$ cat src/rtl/pcpwm_pkg.sv
// Package: shared constants and helpers for the phase-correct PWM timer.
// Assumes the divider taps are powers of two and listed in select order.
package pcpwm_pkg;

    // Number of selectable divider taps (select codes 0..6); code 7 stops ticks.
    localparam int NUM_TAPS = 7;

    // Returns log2 of the division ratio for a select code.
    function automatic int tap_shift(input int idx);
        case (idx)
            0:       return 0;
            1:       return 3;
            2:       return 5;
            3:       return 6;
            4:       return 7;
            5:       return 8;
            default: return 10;
        endcase
    endfunction

endpackage

$ cat src/rtl/pcpwm_prescaler.sv
// Module: clock divider producing a one-clock count-enable pulse.
// Counts enabled clocks from reset; a tap fires when its low bits are all ones.
// Assumes DIV_W is at least the widest tap shift (10).
module pcpwm_prescaler #(
    parameter int DIV_W = 10,
    parameter int SEL_W = 3
) (
    input  logic             clk,
    input  logic             rst_n,
    input  logic             enable,
    input  logic [SEL_W-1:0] sel,
    output logic             tick
);
    import pcpwm_pkg::*;

    localparam int NUM_SEL = 1 << SEL_W;

    logic [DIV_W-1:0]   div_q;
    logic [NUM_SEL-1:0] tap_hit;

    // Free-running divider count, advanced only while enabled.
    always_ff @(posedge clk) begin
        if (!rst_n) begin
            div_q <= '0;
        end else if (enable) begin
            div_q <= div_q + DIV_W'(1);
        end
    end

    // One tap per select code; codes past the tap list never fire.
    for (genvar i = 0; i < NUM_SEL; i++) begin : g_tap
        if (i < NUM_TAPS) begin : g_live
            localparam int SH = tap_shift(i);
            localparam logic [DIV_W-1:0] MASK = DIV_W'((64'd1 << SH) - 64'd1);
            assign tap_hit[i] = ((div_q & MASK) == MASK);
        end else begin : g_off
            assign tap_hit[i] = 1'b0;
        end
    end

    // Count enable for the selected ratio.
    always_comb begin
        tick = enable && tap_hit[sel];
    end

endmodule

$ cat src/rtl/pcpwm_updown.sv
// Module: up/down counter between 0 and the all-ones maximum.
// Reverses at both ends, never wraps; a preload wins over a tick and keeps
// the direction. Flags a one-clock pulse whenever a tick lands on 0.
module pcpwm_updown #(
    parameter int W = 8
) (
    input  logic         clk,
    input  logic         rst_n,
    input  logic         tick,
    input  logic         load,
    input  logic [W-1:0] load_value,
    output logic [W-1:0] count,
    output logic [W-1:0] nxt,
    output logic         step_up,
    output logic         dir_up,
    output logic         ovf
);
    localparam logic [W-1:0] MAXV = {W{1'b1}};

    logic [W-1:0] cnt_q;
    logic         dir_q;
    logic         ovf_q;

    // Direction of the coming step and the value it leads to.
    always_comb begin
        step_up = dir_q ? (cnt_q != MAXV) : (cnt_q == '0);
        nxt     = step_up ? cnt_q + W'(1) : cnt_q - W'(1);
    end

    // Count, direction and bottom-pulse registers.
    always_ff @(posedge clk) begin
        if (!rst_n) begin
            cnt_q <= '0;
            dir_q <= 1'b1;
            ovf_q <= 1'b0;
        end else begin
            ovf_q <= 1'b0;
            if (load) begin
                cnt_q <= load_value;
            end else if (tick) begin
                cnt_q <= nxt;
                ovf_q <= (nxt == '0);
                if (nxt == MAXV) begin
                    dir_q <= 1'b0;
                end else if (nxt == '0) begin
                    dir_q <= 1'b1;
                end else begin
                    dir_q <= step_up;
                end
            end
        end
    end

    assign count  = cnt_q;
    assign dir_up = dir_q;
    assign ovf    = ovf_q;

endmodule

$ cat src/rtl/pcpwm_compare.sv
// Module: double-buffered compare and output-level logic.
// The held value becomes active on arrival at maximum; at that point the level
// is forced to the rising-match result unless the active value is maximum.
// Falling matches at value 0 do not set, so a compare of 0 stays low.
module pcpwm_compare #(
    parameter int W = 8
) (
    input  logic         clk,
    input  logic         rst_n,
    input  logic         tick,
    input  logic         load,
    input  logic [W-1:0] nxt,
    input  logic         step_up,
    input  logic         cmp_wr,
    input  logic [W-1:0] cmp_data,
    output logic [W-1:0] cmp_act,
    output logic         lvl
);
    localparam logic [W-1:0] MAXV = {W{1'b1}};

    logic [W-1:0] hold_q;
    logic [W-1:0] act_q;
    logic         lvl_q;
    logic         moving;

    // A counter step happens this cycle.
    always_comb begin
        moving = tick && !load;
    end

    // Holding register for writes.
    always_ff @(posedge clk) begin
        if (!rst_n) begin
            hold_q <= '0;
        end else if (cmp_wr) begin
            hold_q <= cmp_data;
        end
    end

    // Active compare value, refreshed on arrival at maximum.
    always_ff @(posedge clk) begin
        if (!rst_n) begin
            act_q <= '0;
        end else if (moving && nxt == MAXV) begin
            act_q <= hold_q;
        end
    end

    // Output level: forced at maximum, otherwise changed by matches.
    always_ff @(posedge clk) begin
        if (!rst_n) begin
            lvl_q <= 1'b0;
        end else if (moving) begin
            if (nxt == MAXV) begin
                lvl_q <= (hold_q == MAXV);
            end else if (nxt == act_q) begin
                if (step_up) begin
                    lvl_q <= 1'b0;
                end else if (act_q != '0) begin
                    lvl_q <= 1'b1;
                end
            end
        end
    end

    assign cmp_act = act_q;
    assign lvl     = lvl_q;

endmodule

$ cat src/rtl/pcpwm_timer.sv
// Module: top of the phase-correct PWM timer channel.
// Ties divider, triangle counter and compare unit together; polarity is
// applied at the pin. Assumes invert is a static configuration input.
module pcpwm_timer #(
    parameter int CNT_W = 8,
    parameter int DIV_W = 10,
    parameter int SEL_W = 3
) (
    input  logic             clk,
    input  logic             rst_n,
    input  logic             enable,
    input  logic [SEL_W-1:0] presc_sel,
    input  logic             cmp_wr,
    input  logic [CNT_W-1:0] cmp_data,
    input  logic             invert,
    input  logic             load,
    input  logic [CNT_W-1:0] load_value,
    output logic             pwm_out,
    output logic [CNT_W-1:0] count_out,
    output logic             ovf_pulse
);
    logic             tick;
    logic [CNT_W-1:0] nxt;
    logic             step_up;
    logic             dir_up;
    logic [CNT_W-1:0] cmp_act;
    logic             lvl;

    pcpwm_prescaler #(.DIV_W(DIV_W), .SEL_W(SEL_W)) u_presc (
        .clk    (clk),
        .rst_n  (rst_n),
        .enable (enable),
        .sel    (presc_sel),
        .tick   (tick)
    );

    pcpwm_updown #(.W(CNT_W)) u_cnt (
        .clk        (clk),
        .rst_n      (rst_n),
        .tick       (tick),
        .load       (load),
        .load_value (load_value),
        .count      (count_out),
        .nxt        (nxt),
        .step_up    (step_up),
        .dir_up     (dir_up),
        .ovf        (ovf_pulse)
    );

    pcpwm_compare #(.W(CNT_W)) u_cmp (
        .clk      (clk),
        .rst_n    (rst_n),
        .tick     (tick),
        .load     (load),
        .nxt      (nxt),
        .step_up  (step_up),
        .cmp_wr   (cmp_wr),
        .cmp_data (cmp_data),
        .cmp_act  (cmp_act),
        .lvl      (lvl)
    );

    // Pin polarity.
    always_comb begin
        pwm_out = lvl ^ invert;
    end

endmodule

$ cat config.mk
export PLATFORM = sky130hd
export DESIGN_NAME = pcpwm_timer
export DESIGN_NICKNAME = d
export VERILOG_FILES = /design/src/rtl/pcpwm_pkg.sv /design/src/rtl/pcpwm_prescaler.sv /design/src/rtl/pcpwm_updown.sv /design/src/rtl/pcpwm_compare.sv /design/src/rtl/pcpwm_timer.sv
export SDC_FILE = /design/constraint.sdc
export NUM_CORES = 1
export LEC_CHECK = 0
export ABC_AREA = 0
export BUFFER_PORTS_ARGS = -buffer_cell sky130_fd_sc_hd__buf_2
export CAP_MARGIN = 20
export CORE_ASPECT_RATIO = 0.75
export CORE_MARGIN = 2
export CORE_UTILIZATION = 57
export CTS_BUF_LIST = sky130_fd_sc_hd__clkbuf_16
export CTS_CLUSTER_DIAMETER = 150
export DETAILED_ROUTE_END_ITERATION = 6
export PLACE_DENSITY = 0.84
export SETUP_SLACK_MARGIN = 0.4
export SLEW_MARGIN = 20
export SYNTH_ARGS = -nofsm -noshare
export SYNTH_HDL_FRONTEND = slang
export SYNTH_SLANG_ARGS = --single-unit
$ cat constraint.sdc
create_clock -name clk -period 4.2 [get_ports clk]
set_input_delay 0.42 -clock clk [delete_from_list [all_inputs] [get_ports clk]]
set_output_delay 0.42 -clock clk [all_outputs]
set_load 0.01 [all_outputs]
== Word-level counts from Yosys, hierarchy flattened ==
Cells that the tools add are included.

* Flip-flop bits (word level): 37
* Input port bits: 25
* Output and inout bits: 10
* Logic and storage cells: 50

* Add/subtract/negate cells: 3
* Magnitude comparators: 1
* Equal/unequal tests: 10
* Mux-type cells: 12
* Bitwise gates (word level): 4
* Reductions and logical operators: 13

{| class="wikitable"
|+ Operators by type and width
! cell !! count
|-
| $eq 8x8->1 const B || 3
|-
| $mux 8 || 3
|-
| $logic_not 8->1 || 2
|-
| $add 10x1->10 const B || 1
|-
| $eq 10x10->1 const B || 1
|-
| $add 8x1->8 const B || 1
|-
| $eq 8x8->1 || 1
|-
| $mux 1 || 8
|-
| $ne 8x8->1 const B || 1
|-
| $reduce_bool 8->1 || 1
|-
| $sub 8x1->8 const B || 1
|-
| $eq 7x7->1 const B || 1
|-
| $eq 6x6->1 const B || 1
|-
| $eq 5x5->1 const B || 1
|-
| $lt 3x4->1 const B || 1
|-
| $reduce_bool 2->1 || 2
|-
| $bmux 1 s3 || 1
|-
| $eq 3x3->1 const B || 1
|-
| $logic_and 1x1->1 || 3
|-
| $not 1->1 || 3
|-
| $reduce_and 3->1 || 1
|-
| $reduce_bool 3->1 || 1
|-
| $reduce_or 3->1 || 1
|-
| $reduce_and 2->1 || 1
|-
| other kinds (2) || 2
|}

== Longest topological paths before layout ==
* Depth after elaboration: 6
* Depth in mapped cells: 15
* Depth with buffers taken out: 12

== Hierarchy ==
From an unflattened synthesis, not the netlist that was laid out.

* Cells, all modules: 250
* Area, all modules: 2275.9 sq um

{| class="wikitable"
|+ By module, submodules not included
! module !! instances !! cells an instance !! area an instance (sq um) !! sequential area each (sq um)
|-
| pcpwm_updown || 1 || 111 || 892.1 || 200.2
|-
| pcpwm_compare || 1 || 79 || 817.0 || 340.3
|-
| pcpwm_prescaler || 1 || 59 || 558.0 || 200.2
|-
| pcpwm_timer || 1 || 1 || 8.8 || 0.0
|}

== Least setup slack after synthesis ==
OpenSTA, ideal clock, no wires.

* Path kind: register to register
* Start point: register u_cnt.cnt_q[0] (netlist: u_cnt.count[0])
* End point: register u_cmp.lvl_q (netlist: u_cmp.lvl)
* Setup time: 0.122 ns
* Data arrival time: 2.989 ns
* Data required time: 4.078 ns
* Setup slack: 1.090 ns
* Cell stages (with the launch flop): 15
* Path buffers: 2
* Period minus slack after synthesis: 3.110 ns
* Path through: dfxtp_1 buf_6 nor4_1 nand2_1 o2bb2ai_2 inv_1 fa_1 a211oi_2 o21ai_0 a211oi_2 and4_2 nand4_1 buf_6 o221ai_1 a21oi_1

* Word-level cells in the longest chain between the ends: 6
* Elaborated cells between the ends (all ways): 14
* Classes of those cells: add/sub (2); eq/ne (3); mux (5); reduce/logical (4)

{| class="wikitable"
|+ RTL lines
! element !! RTL line !! RTL
|-
| start, declared || pcpwm_updown.sv:20 || <nowiki>logic [W-1:0] cnt_q;</nowiki>
|-
| start signal, assigned || pcpwm_updown.sv:39 || <nowiki>cnt_q <= load_value;</nowiki>
|-
| start signal, assigned || pcpwm_updown.sv:41 || <nowiki>cnt_q <= nxt;</nowiki>
|-
| parallel branches: the longest is 6 deep, another holds $sub 8x1->8 || - ||
|-
| end signal, assigned || pcpwm_compare.sv:55 || <nowiki>lvl_q <= (hold_q == MAXV);</nowiki>
|-
| end, declared || pcpwm_compare.sv:23 || <nowiki>logic lvl_q;</nowiki>
|}

Several ways; the timed one is not identified. The select of a mux whose other input is x is not followed.
A chain may end at the register's enable or synchronous reset.

== Worst setup path after layout ==
Ends and elaborated chain as after synthesis.

==> summary.txt <==
Floorplanning
  – Chip Height: 59.9 µm
  – Starting Density: 0.590
  – Floorplan die width: 78.6 µm
  – Die area: 4710 µm²
  – Core area: 4030 µm²
  – Row count: 20
  – IO Count: 35

Cells and area
  – Fill count: 312
  – Multi-input logic area: 1540 µm²
  – Register area: 741 µm²
  – Final instance area: 2700 µm²
  – Most frequent cells in the layout: 37 x dfxtp_1, 34 x buf_2, 28 x mux2i_1
  – Ant. Diodes: 0
  – Layout Nets: 326
  – Most common cell after layout, fill and taps aside: dfxtp_1
  – Layout area overhead: 13.4%
  – Fraction of layout cells with a size suffix above 1: 0.200

Power and ir drop
  – Total Power: 0.867 mW
  – Max IR drop VDD: 0.222 mV
  – PD cells: 321 nW/µm²
  – P_leak: 1.21 nW

Placed design
  – Port Buffers: 34
  – DP HPWL: 3.70 mm
  – Pre-CTS setup slack: 0.790 ns
  – GPL Wtd Cong: 0.961
  – Placement Cell Area: 2550 µm²

Logic synthesis
  – Sequential share of the synthesized area: 0.311
  – Netlist Area Pre-Place: 2380 µm²
  – Post-synth EDFFs: 0
  – Ys async rst share: 0
  – Avg Inst Size Synth: 9.15 µm²
  – Synth area leader: dfxtp_1
  – Ys flop type: dfxtp_1
  – Mapped Nets: 297
  – Synth Register Bits: 37
  – Distinct cells, synth: 54
  – Share of the synthesized area in the top cell type: 0.311
  – Ranking of synthesized cells by area: dfxtp_1 31%, mux2i_1 12%, ha_1 5.8%
  – Gate count of the mapped netlist: 260
  – Ys Warns: 0

Worst setup path
  – Crit-path cells: nor4_1 -> nand2_1 -> o2bb2ai_2 -> inv_1 -> fa_1 -> a211oi_2 -> o21ai_0 -> a211oi_2 -> and4_2 -> nand4_1 -> buf_4 -> o221ai_1 -> a21oi_1
  – Reg-to-reg startpoint: u_cnt.count[0]
  – Slowest cell on crit path: dfxtp_1
  – Critical setup path kind: flop to flop
  – Cell mode on critical path: a211oi_2
  – Crit path from: u_cnt.count[0]
  – Startpoint type of the worst setup path: flop
  – R2r setup slk: 0.71 ns
  – WP data required: 4.37 ns
  – Crit path DAT: 3.65 ns
  – Largest stage delay, worst path: 0.44 ns
  – Crit-path max FO: 9
  – RR Endpoint: u_cmp.lvl
  – R2R depth: 13
  – Setup crit end: u_cmp.lvl
  – CP Capture Type: flop

Clock tree
  – Root Buffer: clkbuf_16
  – Post-CTS Repair Setup Buffers: 0
  – CTS buffer count: 5
  – Post-CTS resize count: 0
  – Clock-pin slew on the worst setup and hold paths: 0.06 ns
  – Htree depth: 2
  – CTS Hold Buffers Added: 0
  – CTS tree: done
  – Clock tree buffer depth: 2
  – CTS Sinks: 37
  – Worst-Skew Late Latency: 0.28 ns

Timing
  – Final Hold Viols: 0
  – Final Cycle Share: 0.830
  – Setup violators final: 0
  – Setup Skew: 0.00414 ns
  – Fin Hold WS: 0.396 ns
  – Clock period minus worst slack: 3.49 ns
  – Worst slew pin tran: 0.475 ns
  – Maximum clock rate: 287 MHz
  – Relative slew margins: 0.681
  – RSZ-0062 raised after global routing: false
  – Final worst slack: 0.714 ns
  – Setup TNS: 0 ns
  – Max Slew Vio Count: 0

Detailed routing
  – Routed Antenna Nets: 0
  – Router iterations before antenna repair: 4
  – Wirelength per Cell: 14.5 µm
  – DRT iter0 DRCs: 93
  – Routed WL: 5.01 mm
  – Routed vias: 1944
  – Drt via density: 5.63
  – Drc violations: 0

GRT
  – Largest net degree at the start of global routing: 38
  – Number of antenna violations at the first check in global routing: 0
  – Number of global-route vias before repair: 1755
  – Global Route Usage Sum: 0.228
  – First-pass GRT wire length: 8.23 mm
  – Grt ovf: 0

Status
  – Outcome: finished clean

Hold path
  – Worst min path class: primary input to flop

Flow run
  – Number of max-cap violations: 0
cell families after synthesis:
group	synth area share
buffers and inverters	0.0410
XOR/XNOR	0.0826
multiplexers	0.118
AND/OR/NAND/NOR	0.239
flip-flops	0.311
AO/OA/AOI/OAI	0.141
adder cells (fa/ha/maj)	0.0663
sequential cells by signal (all words and copies together) (netlist names):
name,cells
u_cmp.cmp_act,8
u_cmp.hold_q,8
u_cmp.lvl,1
u_cnt.count,8
u_cnt.dir_up,1
u_cnt.ovf,1
u_presc.div_q,10
layer usage:
layer / routed length [µm] / vias up / global-route usage
li1: - / 981 / -
met1: 2510 / 897 / 0.314
met2: 2150 / 60 / 0.360
met3: 286 / 6 / 0.0498
met4: 58 / 0 / 0.0752
met5: 0 / - / 0
synth_stat cells (all sizes together) (2+ instances only):
| master | n |
|---|---|
| a211oi | 3 |
| a21boi | 3 |
| a21o | 2 |
| a21oi | 5 |
| and2 | 13 |
| and3 | 3 |
| buf | 6 |
| clkbuf | 7 |
| dfxtp | 37 |
| ha | 11 |
| inv | 6 |
| mux2i | 28 |
| nand2 | 19 |
| nand3 | 8 |
| nand4 | 6 |
| nor2 | 10 |
| nor2b | 20 |
| nor3 | 6 |
| nor4 | 4 |
| o211ai | 2 |
| o21a | 3 |
| o21ai | 15 |
| o21bai | 2 |
| o221ai | 2 |
| o2bb2ai | 2 |
| or3 | 3 |
| xnor2 | 10 |
| xor2 | 9 |
through the flow:
step / instances / utilization
after floorplan: 260 / -
after global placement: 337 / 0.633
after detailed placement: 337 / 0.633
after CTS: 345 / 0.669
after global routing: 345 / 0.669
final: 345 / 0.669
layout make-up:
| type | instances | share of cell area |
|---|---|---|
| multi-input combinational | 204 | 0.571 |
| timing repair buffer | 35 | 0.0659 |
| clock buffer | 5 | 0.0464 |
| tap | 55 | 0.0255 |
| sequential | 37 | 0.275 |
| clock inverter | 3 | 0.00789 |
| inverter | 6 | 0.00835 |
how the worst min path moves through the flow:
stage                                 from  slack, ns  cells after the start          endpoint
after floorplan           u_presc.div_q[6]       0.46                      2  u_presc.div_q[6]
after global placement    u_presc.div_q[6]       0.48                      2  u_presc.div_q[6]
after detailed placement  u_presc.div_q[6]       0.50                      2  u_presc.div_q[6]
after CTS                      cmp_data[4]       0.39                      3   u_cmp.hold_q[4]
after global routing           cmp_data[2]       0.40                      3   u_cmp.hold_q[2]
final                          cmp_data[5]       0.40                      3   u_cmp.hold_q[5]
worst max-delay path: cells and delay by family, from the launching register on:
family | cells | cell delay, ns
compound gates | 6 | 1.27
fa+ha+maj | 1 | 0.44
buf+inv | 2 | 0.41
flops | 1 | 0.44
simple gates | 4 | 0.80
report_power, final:
part / switching (mW) / total (mW) / internal, mW
sequential: 0.0151 / 0.378 / 0.363
clock: 0.150 / 0.371 / 0.221
combinational: 0.0630 / 0.118 / 0.0554
total: 0.228 / 0.867 / 0.639
Note: power is estimated with default switching activity, not from simulation.
